**config.mk**
```make
export PLATFORM = sky130hd
export DESIGN_NAME = asid_tlb
export DESIGN_NICKNAME = d
export VERILOG_FILES = /design/src/rtl/tlb_pkg.sv /design/src/rtl/tlb_flush_match.sv /design/src/rtl/tlb_victim_sel.sv /design/src/rtl/tlb_hit_mux.sv /design/src/rtl/asid_tlb.sv
export SDC_FILE = /design/constraint.sdc
export NUM_CORES = 1
export LEC_CHECK = 0
export ABC_AREA = 0
export BUFFER_PORTS_ARGS = -buffer_cell sky130_fd_sc_hd__buf_4
export CORE_MARGIN = 5
export CORE_UTILIZATION = 36
export CTS_BUF_LIST = sky130_fd_sc_hd__clkbuf_4 sky130_fd_sc_hd__clkbuf_8
export CTS_CLUSTER_DIAMETER = 30
export DETAILED_ROUTE_END_ITERATION = 10
export SLEW_MARGIN = 20
export SYNTH_ARGS = -nofsm -noshare
export SYNTH_HDL_FRONTEND = slang
export SYNTH_SLANG_ARGS = --single-unit
```
**constraint.sdc**
```tcl
create_clock -name clk_i -period 3.3 [get_ports clk_i]
set_input_delay 0.66 -clock clk_i [delete_from_list [all_inputs] [get_ports clk_i]]
set_output_delay 0.66 -clock clk_i [all_outputs]
set_load 0.01 [all_outputs]
```
**src/rtl/tlb_pkg.sv**
```systemverilog
package tlb_pkg;
  localparam int VPN_W        = 20;
  localparam int CFG_HUM_BIT  = 29;
  localparam int CFG_RR_BIT   = 28;
  localparam int FL_ASID_BIT  = 31;

  typedef enum logic [1:0] {
    VM_ALL     = 2'd0,
    VM_NONE    = 2'd1,
    VM_SECTION = 2'd2,
    VM_GROUP   = 2'd3
  } va_match_e;
endpackage

```
**src/rtl/tlb_flush_match.sv**
```systemverilog
module tlb_flush_match import tlb_pkg::*; #(
  parameter int ASID_W = 7
) (
  input  logic [31:0]       cmd_i,
  input  logic [ASID_W-1:0] cmd_asid_i,
  input  logic [ASID_W-1:0] line_asid_i,
  input  logic [VPN_W-1:0]  line_vpn_i,
  output logic              match_o
);
  va_match_e mode;
  logic va_hit, asid_ok;

  assign mode = va_match_e'(cmd_i[1:0]);

  always_comb begin
    unique case (mode)
      VM_ALL:     va_hit = 1'b1;
      VM_SECTION: va_hit = (line_vpn_i[19:10] == cmd_i[19:10]);
      VM_GROUP:   va_hit = (line_vpn_i[19:2] == cmd_i[19:2]);
      default:    va_hit = 1'b0;
    endcase
  end

  assign asid_ok = !cmd_i[FL_ASID_BIT] || (line_asid_i == cmd_asid_i);
  assign match_o = va_hit && asid_ok;
endmodule

```
**src/rtl/tlb_victim_sel.sv**
```systemverilog
module tlb_victim_sel #(
  parameter int LINES = 8,
  parameter int IDX_W = 3,
  parameter int CNT_W = 4
) (
  input  logic [LINES-1:0] valid_i,
  input  logic [LINES-1:0] en_i,
  input  logic             rr_en_i,
  input  logic [IDX_W-1:0] rr_ptr_i,
  input  logic [CNT_W-1:0] active_i,
  output logic [IDX_W-1:0] victim_o
);
  logic [IDX_W-1:0] first_free;
  logic [IDX_W-1:0] rr_pick;

  always_comb begin
    first_free = '0;
    for (int i = LINES - 1; i >= 0; i--) begin
      if (en_i[i] && !valid_i[i]) first_free = IDX_W'(i);
    end
  end

  assign rr_pick  = (CNT_W'(rr_ptr_i) < active_i) ? rr_ptr_i : '0;
  assign victim_o = rr_en_i ? rr_pick : first_free;
endmodule

```
**src/rtl/tlb_hit_mux.sv**
```systemverilog
module tlb_hit_mux #(
  parameter int LINES  = 8,
  parameter int PFN_W  = 20,
  parameter int PERM_W = 3
) (
  input  logic [LINES-1:0]  sel_i,
  input  logic [PFN_W-1:0]  pfn_i  [LINES],
  input  logic [PERM_W-1:0] perm_i [LINES],
  output logic [PFN_W-1:0]  pfn_o,
  output logic [PERM_W-1:0] perm_o
);
  always_comb begin
    pfn_o  = '0;
    perm_o = '0;
    for (int i = 0; i < LINES; i++) begin
      if (sel_i[i]) begin
        pfn_o  = pfn_o  | pfn_i[i];
        perm_o = perm_o | perm_i[i];
      end
    end
  end
endmodule

```
**src/rtl/asid_tlb.sv**
```systemverilog
module asid_tlb import tlb_pkg::*; #(
  parameter int LINES     = 8,
  parameter int NUM_ASIDS = 128,
  parameter int PFN_W     = 20,
  parameter int PERM_W    = 3,
  localparam int ASID_W   = (NUM_ASIDS <= 4) ? 2 : 7
) (
  input  logic              clk_i,
  input  logic              rst_ni,
  input  logic [31:0]       cfg_i,
  input  logic              lk_valid_i,
  input  logic [ASID_W-1:0] lk_asid_i,
  input  logic [VPN_W-1:0]  lk_vpn_i,
  output logic              lk_ready_o,
  output logic              lk_resp_o,
  output logic              lk_hit_o,
  output logic [PFN_W-1:0]  lk_pfn_o,
  output logic [PERM_W-1:0] lk_perm_o,
  input  logic              fill_valid_i,
  input  logic [ASID_W-1:0] fill_asid_i,
  input  logic [VPN_W-1:0]  fill_vpn_i,
  input  logic [PFN_W-1:0]  fill_pfn_i,
  input  logic [PERM_W-1:0] fill_perm_i,
  input  logic              flush_valid_i,
  input  logic [31:0]       flush_cmd_i
);
  localparam int IDX_W = (LINES > 1) ? $clog2(LINES) : 1;
  localparam int CNT_W = $clog2(LINES + 1);

  logic [LINES-1:0]  valid_q, valid_eff, valid_nxt;
  logic [ASID_W-1:0] asid_q [LINES];
  logic [VPN_W-1:0]  vpn_q  [LINES];
  logic [PFN_W-1:0]  pfn_q  [LINES];
  logic [PERM_W-1:0] perm_q [LINES];

  logic [LINES-1:0]  kill, hit_vec, line_en;
  logic [ASID_W-1:0] cmd_asid;
  logic [CNT_W-1:0]  cnt_raw, active, vic_inc;
  logic [IDX_W-1:0]  victim, rr_q;
  logic [PFN_W-1:0]  mux_pfn;
  logic [PERM_W-1:0] mux_perm;
  logic              pending_q, accept, any_hit, fill_ok, rr_en;

  // identifier field position depends on the configured identifier count
  if (ASID_W == 2) begin : g_asid_narrow
    assign cmd_asid = flush_cmd_i[30:29];
  end else begin : g_asid_wide
    assign cmd_asid = flush_cmd_i[30:24];
  end

  assign cnt_raw = cfg_i[CNT_W-1:0];
  assign active  = (cnt_raw > CNT_W'(LINES)) ? CNT_W'(LINES) : cnt_raw;
  assign rr_en   = cfg_i[CFG_RR_BIT];

  for (genvar i = 0; i < LINES; i++) begin : g_line
    logic fl_hit;
    tlb_flush_match #(.ASID_W(ASID_W)) u_fmatch (
      .cmd_i       (flush_cmd_i),
      .cmd_asid_i  (cmd_asid),
      .line_asid_i (asid_q[i]),
      .line_vpn_i  (vpn_q[i]),
      .match_o     (fl_hit)
    );
    assign line_en[i]   = (CNT_W'(i) < active);
    assign kill[i]      = flush_valid_i && fl_hit;
    assign valid_eff[i] = valid_q[i] && !kill[i];
    assign hit_vec[i]   = valid_eff[i] && line_en[i] &&
                          (asid_q[i] == lk_asid_i) && (vpn_q[i] == lk_vpn_i);
  end

  tlb_hit_mux #(.LINES(LINES), .PFN_W(PFN_W), .PERM_W(PERM_W)) u_mux (
    .sel_i  (hit_vec),
    .pfn_i  (pfn_q),
    .perm_i (perm_q),
    .pfn_o  (mux_pfn),
    .perm_o (mux_perm)
  );

  tlb_victim_sel #(.LINES(LINES), .IDX_W(IDX_W), .CNT_W(CNT_W)) u_victim (
    .valid_i  (valid_eff),
    .en_i     (line_en),
    .rr_en_i  (rr_en),
    .rr_ptr_i (rr_q),
    .active_i (active),
    .victim_o (victim)
  );

  assign lk_ready_o = !pending_q || cfg_i[CFG_HUM_BIT];
  assign accept     = lk_valid_i && lk_ready_o;
  assign any_hit    = |hit_vec;
  assign fill_ok    = fill_valid_i && (active != '0);
  assign vic_inc    = CNT_W'(victim) + CNT_W'(1);
  assign valid_nxt  = valid_eff | (fill_ok ? (LINES'(1) << victim) : '0);

  always_ff @(posedge clk_i or negedge rst_ni) begin
    if (!rst_ni) begin
      valid_q <= '0;
      for (int i = 0; i < LINES; i++) begin
        asid_q[i] <= '0;
        vpn_q[i]  <= '0;
        pfn_q[i]  <= '0;
        perm_q[i] <= '0;
      end
    end else begin
      valid_q <= valid_nxt;
      for (int i = 0; i < LINES; i++) begin
        if (fill_ok && victim == IDX_W'(i)) begin
          asid_q[i] <= fill_asid_i;
          vpn_q[i]  <= fill_vpn_i;
          pfn_q[i]  <= fill_pfn_i;
          perm_q[i] <= fill_perm_i;
        end
      end
    end
  end

  always_ff @(posedge clk_i or negedge rst_ni) begin
    if (!rst_ni) begin
      rr_q <= '0;
    end else if (fill_ok && rr_en) begin
      rr_q <= (vic_inc >= active) ? '0 : vic_inc[IDX_W-1:0];
    end
  end

  // a miss raised in the same cycle as a fill stays outstanding
  always_ff @(posedge clk_i or negedge rst_ni) begin
    if (!rst_ni) begin
      pending_q <= 1'b0;
    end else if (accept && !any_hit) begin
      pending_q <= 1'b1;
    end else if (fill_valid_i) begin
      pending_q <= 1'b0;
    end
  end

  always_ff @(posedge clk_i or negedge rst_ni) begin
    if (!rst_ni) begin
      lk_resp_o <= 1'b0;
      lk_hit_o  <= 1'b0;
      lk_pfn_o  <= '0;
      lk_perm_o <= '0;
    end else begin
      lk_resp_o <= accept;
      lk_hit_o  <= accept && any_hit;
      lk_pfn_o  <= (accept && any_hit) ? mux_pfn  : '0;
      lk_perm_o <= (accept && any_hit) ? mux_perm : '0;
    end
  end
endmodule

```
# Yosys cells after proc, flatten, opt, wreduce, memory -nomap -nowiden
# Cells that the tools add are included.
[word_totals] reg_bits=437 latch_bits=0 ram_bits=0 romBits=0 output_inout_bits=26 word_cells=259 n_memories=0
[op_classes] n_addsub=1 mul=0 div_mod_pow=0 n_lt_le_gt_ge=11 eq_ne=49 n_shift=1 muxes=41 bitwise_logic=15 n_reduce_logical=102
[ops] operator="20-bit two-way mux" count=9
[ops] operator="20-bit == test" count=8
[ops] operator="18-bit == test" count=8
[ops] operator="20-bit OR" count=7
[ops] operator="7-bit == test" count=16
[ops] operator="10-bit == test" count=8
[ops] operator="1-bit logical AND" count=69
[ops] operator="3-bit two-way mux" count=20
[ops] operator="1-bit one-hot mux with 3 select lines" count=8
[ops] operator="3-bit OR" count=7
[ops] operator="1-bit logical NOT" count=19
[ops] operator="3-bit by 4-bit < comparator with 1-bit output (first input constant)" count=4
[ops] operator="3-bit == test (second input constant)" count=4
[ops] operator="1-bit logical OR" count=9
[ops] operator="1-bit by 4-bit < comparator with 1-bit output (first input constant)" count=2
[ops] operator="2-bit by 4-bit < comparator with 1-bit output (first input constant)" count=2
[ops] operator="8-bit two-way mux" count=1
[ops] operator="8-bit OR" count=1
[ops] operator="8-bit OR reduction" count=1
[ops] operator="1-bit by 3-bit left shift with 8-bit output (first input constant)" count=1
[ops] operator="3-bit by 2-bit == test with 1-bit output (second input constant)" count=2
[ops] operator="3-bit by 1-bit adder with 4-bit output (second input constant)" count=1
[ops] operator="2-bit == test (second input constant)" count=2
[ops] operator="4-bit greater-or-equal comparator" count=1
[ops] operator="9 further kinds" count=10

# Logic depth before layout (Yosys ltp)
# Gate-level depths: netlist of run 1.
[depth] ltp_word=25 mapped_depth=17 depth_no_buf=16

# By module
# From an unflattened synthesis of run 1, not the netlist that was laid out.
[hier_totals] cells_unflattened=1780 hier_area_um2=23257.3
[modules_own_cells] mod="asid_tlb" n_inst=1 cells_per_inst=1341 area_each_um2=19771.5 seq_area_each_um2=10935.5
[modules_own_cells] mod="tlb_flush_match" n_inst=8 cells_per_inst=34 area_each_um2=287.8 seq_area_each_um2=0.0
[modules_own_cells] mod="tlb_hit_mux" n_inst=1 cells_per_inst=131 area_each_um2=944.7 seq_area_each_um2=0.0
[modules_own_cells] mod="tlb_victim_sel" n_inst=1 cells_per_inst=36 area_each_um2=239.0 seq_area_each_um2=0.0

# Worst setup path after synthesis of run 1
# OpenSTA, ideal clock, no wires.
[synth_timing] path_type="input -> register" from="in flush_cmd_i[27]" to="reg rr_q[0]" setup_time_ns=0.067 arrival_ns=3.889 t_required_ns=3.233 slack_ns=-0.656 path_stages=17 n_path_buf=1 path_cell_list="buf_2 xor2_1 nor4_1 a41oi_1 o41ai_4 a41oi_1 nor2_1 nand2_1 o221ai_1 inv_1 ha_1 inv_1 ha_1 a21o_1 a21o_1 a211oi_1 a22o_1"
[synth_via] elab_chain_len=20 elab_cells_between_ends=76
[synth_rtl] item="from (decl)" line="asid_tlb.sv:25" text="input logic [31:0] flush_cmd_i"
[synth_rtl] item="7-bit == test" line="tlb_flush_match.sv:24" text="assign asid_ok = !cmd_i[FL_ASID_BIT] || (line_asid_i == cmd_asid_i);"
[synth_rtl] item="1-bit logical OR" line="tlb_flush_match.sv:24"
[synth_rtl] item="1-bit logical AND" line="tlb_flush_match.sv:25" text="assign match_o = va_hit && asid_ok;"
[synth_rtl] item="1-bit logical AND" line="asid_tlb.sv:65" text="assign kill[i] = flush_valid_i && fl_hit;"
[synth_rtl] item="1-bit logical NOT" line="asid_tlb.sv:66" text="assign valid_eff[i] = valid_q[i] && !kill[i];"
[synth_rtl] item="1-bit logical AND" line="asid_tlb.sv:66"
[synth_rtl] item="1-bit logical NOT" line="tlb_victim_sel.sv:19" text="if (en_i[i] && !valid_i[i]) first_free = IDX_W'(i);"
[synth_rtl] item="1-bit logical AND" line="tlb_victim_sel.sv:19"
[synth_rtl] item="3-bit two-way mux (7 in series)" line="tlb_victim_sel.sv:19"
[synth_rtl] item="3-bit two-way mux *" line="tlb_victim_sel.sv:19"
[synth_rtl] item="3-bit two-way mux *" line="tlb_victim_sel.sv:24" text="assign victim_o = rr_en_i ? rr_pick : first_free;"
[synth_rtl] item="3-bit by 1-bit adder with 4-bit output *" line="asid_tlb.sv:92" text="assign vic_inc = CNT_W'(victim) + CNT_W'(1);"
[synth_rtl] item="4-bit greater-or-equal comparator" line="asid_tlb.sv:121" text="rr_q <= (vic_inc >= active) ? '0 : vic_inc[IDX_W-1:0];"
[synth_rtl] item="3-bit two-way mux *" line="asid_tlb.sv:121"
[synth_rtl] item="to (signal assigned)" line="asid_tlb.sv:121"
[synth_rtl] item="to (decl)" line="asid_tlb.sv:39" text="logic [IDX_W-1:0] victim, rr_q;"
# Mark *: on every way between the ends. The rest lies on a longest branch, timed or not.
# A chain may end at the register's enable or synchronous reset.

# Worst setup path after layout of run 1
[layout_timing] from="reg vpn_q[30] (netlist name)" to="reg vpn_q[70] (netlist name)"
[layout_via] elab_chain_len=18 elab_cells_between_ends=19
[layout_rtl] item="from (decl)" line="asid_tlb.sv:32" text="logic [VPN_W-1:0] vpn_q [LINES];"
[layout_rtl] item="from (signal, indexed assignment)" line="asid_tlb.sv:109" text="vpn_q[i] <= fill_vpn_i;"
[layout_rtl] item="18-bit == test / 10-bit == test (equally long branches)" line="tlb_flush_match.sv:19, tlb_flush_match.sv:18"
[layout_rtl] item="1-bit one-hot mux with 3 select lines *" line="tlb_flush_match.sv:16" text="unique case (mode)"
[layout_rtl] item="1-bit logical AND *" line="tlb_flush_match.sv:25"
[layout_rtl] item="1-bit logical AND *" line="asid_tlb.sv:65"
[layout_rtl] item="1-bit logical NOT *" line="asid_tlb.sv:66"
[layout_rtl] item="1-bit logical AND *" line="asid_tlb.sv:66"
[layout_rtl] item="1-bit logical NOT *" line="tlb_victim_sel.sv:19"
[layout_rtl] item="1-bit logical AND *" line="tlb_victim_sel.sv:19"
[layout_rtl] item="3-bit two-way mux * (7 in series)" line="tlb_victim_sel.sv:19"
[layout_rtl] item="3-bit two-way mux *" line="tlb_victim_sel.sv:24"
[layout_rtl] item="3-bit == test *" line="asid_tlb.sv:107" text="if (fill_ok && victim == IDX_W'(i)) begin"
[layout_rtl] item="1-bit logical AND *" line="asid_tlb.sv:107"
# Marks and branches as above.

==> run summary, run 1 <==
Comb pwr share: 41.9%
Post-synth ARST share: 100%
first drt pass iteration count: 7
HPWL after DPL: 57100 µm
worst r2r src: vpn_q[30]
top cells by area, synth: dfrtp_1 49%, mux2_2 13%, xor2_1 9.2%
FP Rows: 91
Synth top area share: 48.9%
Initial Util: 36.3%
Synth-to-Final Area Change: 46.4%
Most common cell on crit path: buf_12
Switching Power: 9700 µW
Max Fclk: 0.256 GHz
Leak Pwr: 0.0149 µW
worst r2r path cells: 18
Inserted Clock Buffers: 108
Sw Share: 32.7%
largest fanout on the critical path: 5
vias per cell: 5.24
Tot Pwr: 29600 µW
Die W: 259 µm
slew margin rel.: 41.6%
flops & latches, synth: 437
crit path DAT: 4510 ps
worst hold path class: input pin to asynchronous set/reset pin
failing checks: negative hold slack, negative setup slack
clk sinks: 437
initial antenna violation count: 4
Tightest Pin Transition: 867 ps
synth unique cells: 51
WL/cell: 25.9 µm
Area after DPL: 27500 µm²
Post-synth EDFFs: 0
H-tree levels: 3
clk buf depth: 3
GRT overflow: 0
final hold violation count: 2
vias in the first global route: 18658
leading area contributor after synthesis: dfrtp_1
share of layout cells above drive strength 1: 51.1%
R2R Setup Slk: -610 ps
Worst-Skew Late Latency: 740 ps
Synth Cell Area: 22400 µm²
WL final: 85700 µm
Routability Congestion: 0.930
Clk network pwr share: 26.3%
gr usage total: 24.9%
VDD IR max: 0.421 mV
CP Buf/Inv Count: 6
final hold slack: -2.60 ps
Synth Net Count: 1907
Max Clock Skew: 58.2 ps
Post-Synthesis Cells: 1749
Final Cell Area: 32700 µm²
CP max stage delay: 540 ps
die area: 67200 µm²
Synth Flop Type: dfrtp_1
Setup-failing EPs final: 433
Worst-path clk slew: 50 ps
CTS tree: built
Final Max Tran Viols: 0
crit-path cells: xor2_1 > nor4_2 > a41oi_2 > o41ai_4 > a41oi_2 > nor2_1 > nand2_1 > o221ai_4 > inv_2 > buf_4 > ha_4 > nand2_4 > buf_12 > nor2_8 > buf_12 > buf_12 > buf_16 > mux2_1
vias post-DR: 17341
Worst Path Required: 3900 ps
setup ws final: -606 ps
startpoint types: flip-flop
Crit. End Element: flip-flop
IO Pins: 172
largest net degree at the start of global routing: 88
CTS Hold Buffers Added: 0
family with the most delay on the worst path: compound AO/OA/AOI/OAI gates
RSZ-0062 raised after global routing: yes
CTS root buf: clkbuf_8
Final #Nets: 2536
post-layout minimum cycle time: 3910 ps
share of the yosys chip area belonging to registers: 48.9%
max-capacitance violation count: 0
PortBufs: 141
first-pass GRT wire length: 125000 µm
CORE AREA: 61600 µm²
number of DRC markers in iteration 0: 1390
status: finished with violations
sequential share of power: 31.7%
height of the die: 259 µm
Cell Int Power: 19900 µW
critical path type: flip-flop to flip-flop
final core utilization: 53.1%
Reg2Reg Capture Point: vpn_q[70]
pwr/cell area: 906 nW/µm²
Mapped Avg Cell Area: 12.8 µm²
remaining antenna violation count: 0
Yosys warnings: 0
TNS Setup: -181450 ps
Slowest-stage cell, CP: o41ai_4
Tcrit/Tclk final: 118%
DRC viols: 0
kinds of logic after synthesis:
| logic type | count (synthesis) | share of synthesized area (%) |
|---|---|---|
| AO/OA/AOI/OAI | 191 | 6.39 |
| XOR/XNOR | 416 | 16.3 |
| adder cells (fa/ha/maj) | 12 | 0.672 |
| buffers and inverters | 128 | 3.04 |
| flip-flops | 437 | 48.9 |
| multiplexers | 400 | 20.2 |
| AND/OR/NAND/NOR | 165 | 4.52 |
cells in the final DEF, fill, tap and decap left out, types with 7 or more instances in the layout:
master     count
a31oi_1       23
xnor2_1      182
mux2_1        30
ha_4           7
a21oi_1       14
buf_12        59
nand4_1       48
nor4_1        59
a22oi_1       46
buf_16        20
a221oi_1      23
mux2_4       242
bufinv_16     14
inv_1          9
dfrtp_1      437
clkinv_2      22
o21ai_0       17
buf_6         10
nor4_2         7
buf_4        538
mux2_2       128
a22o_1        27
clkbuf_8     128
xor2_1       232
nand2_1       12
clkbuf_4      23
power by group through the flow:
| stage | registers, µW | logic [µW] | clock network [µW] |
|---|---|---|---|
| finish | 9410 | 12400 | 7800 |
| global route | 9660 | 13000 | 8210 |
| CTS | 9340 | 12000 | 7900 |
| detailed placement | 9360 | 9810 | 0 |
| global placement | 9240 | 9660 | 0 |
| floorplan | 9250 | 5050 | 0 |
per-layer routing:
metal	track usage, %	routed length [µm]
met1	33.3	36800
met2	39.9	40300
met3	5.22	4930
met4	9.56	3590
met5	0	33
final cells by class:
class	count	area, µm²
Clock inverter	49	697
Tap cell	837	1050
Fill cell	5204	28900
Sequential cell	437	10900
Multi-Input combinational cell	1184	12000
Antenna cell	2	5.00
Inverter	13	53.8
Clock buffer	151	1930
Timing Repair Buffer	634	6030
worst max-delay path by stage:
stage	start	to	cells past startpoint
after floorplan	flush_cmd_i[10]	rr_q[0]	17
after global placement	flush_cmd_i[19]	rr_q[0]	17
after detailed placement	flush_cmd_i[19]	rr_q[1]	17
after CTS	asid_q[10]	rr_q[1]	14
after global routing	vpn_q[30]	rr_q[1]	16
final	vpn_q[30]	vpn_q[70]	18
cells in the mapped netlist, drive strengths merged, types with 19 or more instances:
| library cell | count |
|---|---|
| buf | 69 |
| clkbuf | 46 |
| a221oi | 23 |
| xor2 | 234 |
| a31oi | 23 |
| mux2 | 400 |
| xnor2 | 182 |
| nor4 | 67 |
| a22oi | 46 |
| dfrtp | 437 |
| o21ai | 19 |
| a22o | 27 |
| nand4 | 48 |
metrics by stage:
stage          instances  setup WS (ps)
6_report            3307           -606
5_1_grt             3306           -725
4_1_cts             3304           -401
3_5_place_dp        3036          -1120
3_3_place_gp        3036          -1110
2_1_floorplan       1749           -382
registers in the layout (all words and copies together) (netlist names):
name       flops
pfn_q        160
vpn_q        160
asid_q        56
perm_q        24
lk_pfn_o      20
valid_q        8
lk_perm_o      3
rr_q           3
lk_hit_o       1
lk_resp_o      1
pending_q      1
timing repair:
action,in CTS,in global routing
gates resized for setup,293,65
pin swaps,25,18
endpoints found under the setup margin,435,435
endpoints found under the hold margin,0,0
buffers inserted,46,14
cloned,26,2
(Power assumes the default switching activity.)
==> run 2: changes to the inputs <==
CELL_PAD_IN_SITES_DETAIL_PLACEMENT = 2   (was not set)
CELL_PAD_IN_SITES_GLOBAL_PLACEMENT = 2   (was not set)
PLACE_DENSITY_LB_ADDON = 0.1   (was not set)
==> run 2 against run 1 <==
  * The run ends with negative setup slack left
  * Sequential power up 2.1%
  * Final area down 0.91%
  * Setup slack worse by 220 ps
  * Die area unchanged
  * Core utilization down 0.48 points
  * Register-to-register slack worse by 220 ps
  * Global-route usage up 5.6 points
  * Maximum frequency down 5.3%
  * Clock skew down 19 ps
  * Critical path type unchanged
  * Critical endpoint is now rr_q[0]
  * Largest cell class unchanged
  * Largest power group unchanged
==> run summary, run 2 (same netlist as run 1, synthesis figures left out) <==
Worst Path Required: 3960 ps (+60 ps)
first drt pass iteration count: 8 (+1)
H-tree levels: 3 (unchanged)
initial antenna violation count: 6 (+2)
crit path DAT: 4790 ps (+280 ps)
Leak Pwr: 0.0147 µW (-1.5%)
VDD IR max: 0.380 mV (-9.7%)
slew margin rel.: 56.1% (+14 points)
CTS tree: built
remaining antenna violation count: 0 (unchanged)
largest fanout on the critical path: 4 (-1)
gr usage total: 30.4% (+5.6 points)
pwr/cell area: 934 nW/µm² (+3.1%)
R2R Setup Slk: -820 ps (-220 ps)
Die W: 259 µm (unchanged)
most common cell after layout, fill and taps aside: buf_4
GRT overflow: 0 (unchanged)
Synth-to-Final Area Change: 45.0%
failing checks: negative setup slack
largest net degree at the start of global routing: 75 (-15%)
vias in the first global route: 20930 (+12%)
DRC viols: 0 (unchanged)
Setup-failing EPs final: 434 (+0.23%)
FP Rows: 91 (unchanged)
vias post-DR: 18028 (+4.0%)
HPWL after DPL: 67500 µm (+18%)
share of layout cells above drive strength 1: 50.6% (-0.48 points)
clk sinks: 437 (unchanged)
PortBufs: 141 (unchanged)
CORE AREA: 61600 µm² (unchanged)
Worst-path clk slew: 70 ps (+20 ps)
Tcrit/Tclk final: 125% (+6.6 points)
Final #Nets: 2570 (+1.3%)
commonest non-fill, non-tap cells in the layout: 574 x buf_4, 437 x dfrtp_1, 250 x mux2_2
worst hold path class: input pin to flip-flop
first-pass GRT wire length: 151000 µm (+21%)
vias per cell: 5.39 (+2.7%)
Final Max Tran Viols: 0 (unchanged)
Tightest Pin Transition: 658 ps (-209 ps)
IO Pins: 172 (unchanged)
Crit. End Element: flip-flop
Initial Util: 36.3% (unchanged)
final hold violation count: 0 (-2)
WL/cell: 31.7 µm (+23%)
registers with the most flip-flops: pfn_q x160, vpn_q x160, asid_q x56
RSZ-0062 raised after global routing: yes
die area: 67200 µm² (unchanged)
post-layout minimum cycle time: 4120 ps (+217 ps)
status: finished with violations
Max Fclk: 0.243 GHz (-5.3%)
critical path type: flip-flop to flip-flop
clk buf depth: 3 (unchanged)
number of DRC markers in iteration 0: 1022 (-26%)
max-capacitance violation count: 0 (unchanged)
Max Clock Skew: 39.1 ps (-19.1 ps)
startpoint types: flip-flop
placed insts: 3064 (+0.92%)
Inserted Clock Buffers: 115 (+6.5%)
Worst-Skew Late Latency: 760 ps (+20 ps)
setup ws final: -823 ps (-217 ps)
final hold slack: 156 ps (+159 ps)
TNS Setup: -261750 ps (-80310 ps)
Routability Congestion: 0.926 (-0.42%)
CTS root buf: clkbuf_8
fin cells: 3347 (+1.2%)
WL final: 106000 µm (+24%)
height of the die: 259 µm (unchanged)
## run 2: cell count changes in the layout (fill, tap and decap cells not counted), sizes merged, moves of 2 or more
cell / previous run / this run
buf: 631 / 653
bufbuf: 1 / 4
clkbuf: 153 / 159
clkinv: 24 / 26
clkinvlp: 6 / 11
## run 2: cell type report
class,count,area (µm²)
fillers,5867,29200
multi-input cells,1184,11400
flip-flops and latches,437,10900
repair buffers,661,6190
clock buffers,156,2030
well taps,837,1050
clock inverters,56,714
inverters,13,58.8
diodes,3,7.51
## run 2: report_power, final
group          internal, µW  switching (µW)
clock                  5190            3120
combinational          6540            5810
sequential             7760            1850
## run 2: critical path, cell delays in order, from the launching register on
cell      delay (ps)
dfrtp_1          390
xor2_1           160
nor4_2           460
nand4_1          290
o211ai_1         300
buf_4            170
nand2_1           50
o32ai_1          310
a22o_1           180
a21o_2           260
buf_4            170
ha_1             250
nand2b_1         170
a21o_1           180
a21o_1           180
a211oi_2         290
a22o_1           220
## run 2: worst paths after layout
path / endpoint / from / cells past startpoint
worst max-delay path: rr_q[0] / vpn_q[19] / 16
worst min-delay path: pending_q / fill_valid_i / 2
worst max register to register: rr_q[0] / vpn_q[19] / 16
worst min register to register: pfn_q[26] / pfn_q[26] / 1
max in group asynchronous: lk_pfn_o[15] / rst_ni / 4
min in group asynchronous: vpn_q[59] / rst_ni / 2
## run 2: per-stage QoR
| stage | power (µW) | utilization (%) | cell area (µm²) | setup WS [ps] |
|---|---|---|---|---|
| after global placement | 19300 | 45.1 | 27800 | -1230 |
| after detailed placement | 19800 | 45.1 | 27800 | -1360 |
| after floorplan | 14300 | - | 22700 | -382 |
| final | 30300 | 52.6 | 32400 | -823 |
| after CTS | 29500 | 52.2 | 32100 | -663 |
| after global routing | 31400 | 52.6 | 32400 | -902 |
## run 2: metal layers
metal  part of all wire (%)  track usage, %  vias up
met4                    5.3            13.9        6
met2                     51            53.4      522
met5                  0.032               0        -
met1                     40            36.7     9614
li1                       -               -     7657
met3                    4.2            5.18      229
## run 2: timing repair
action,CTS,global route
gates cloned,19,3
hold endpoints to repair,53,0
setup endpoints to repair,436,436
setup buffers,45,10
hold buffers,1,0
resized for setup,163,18
pin swaps,21,13
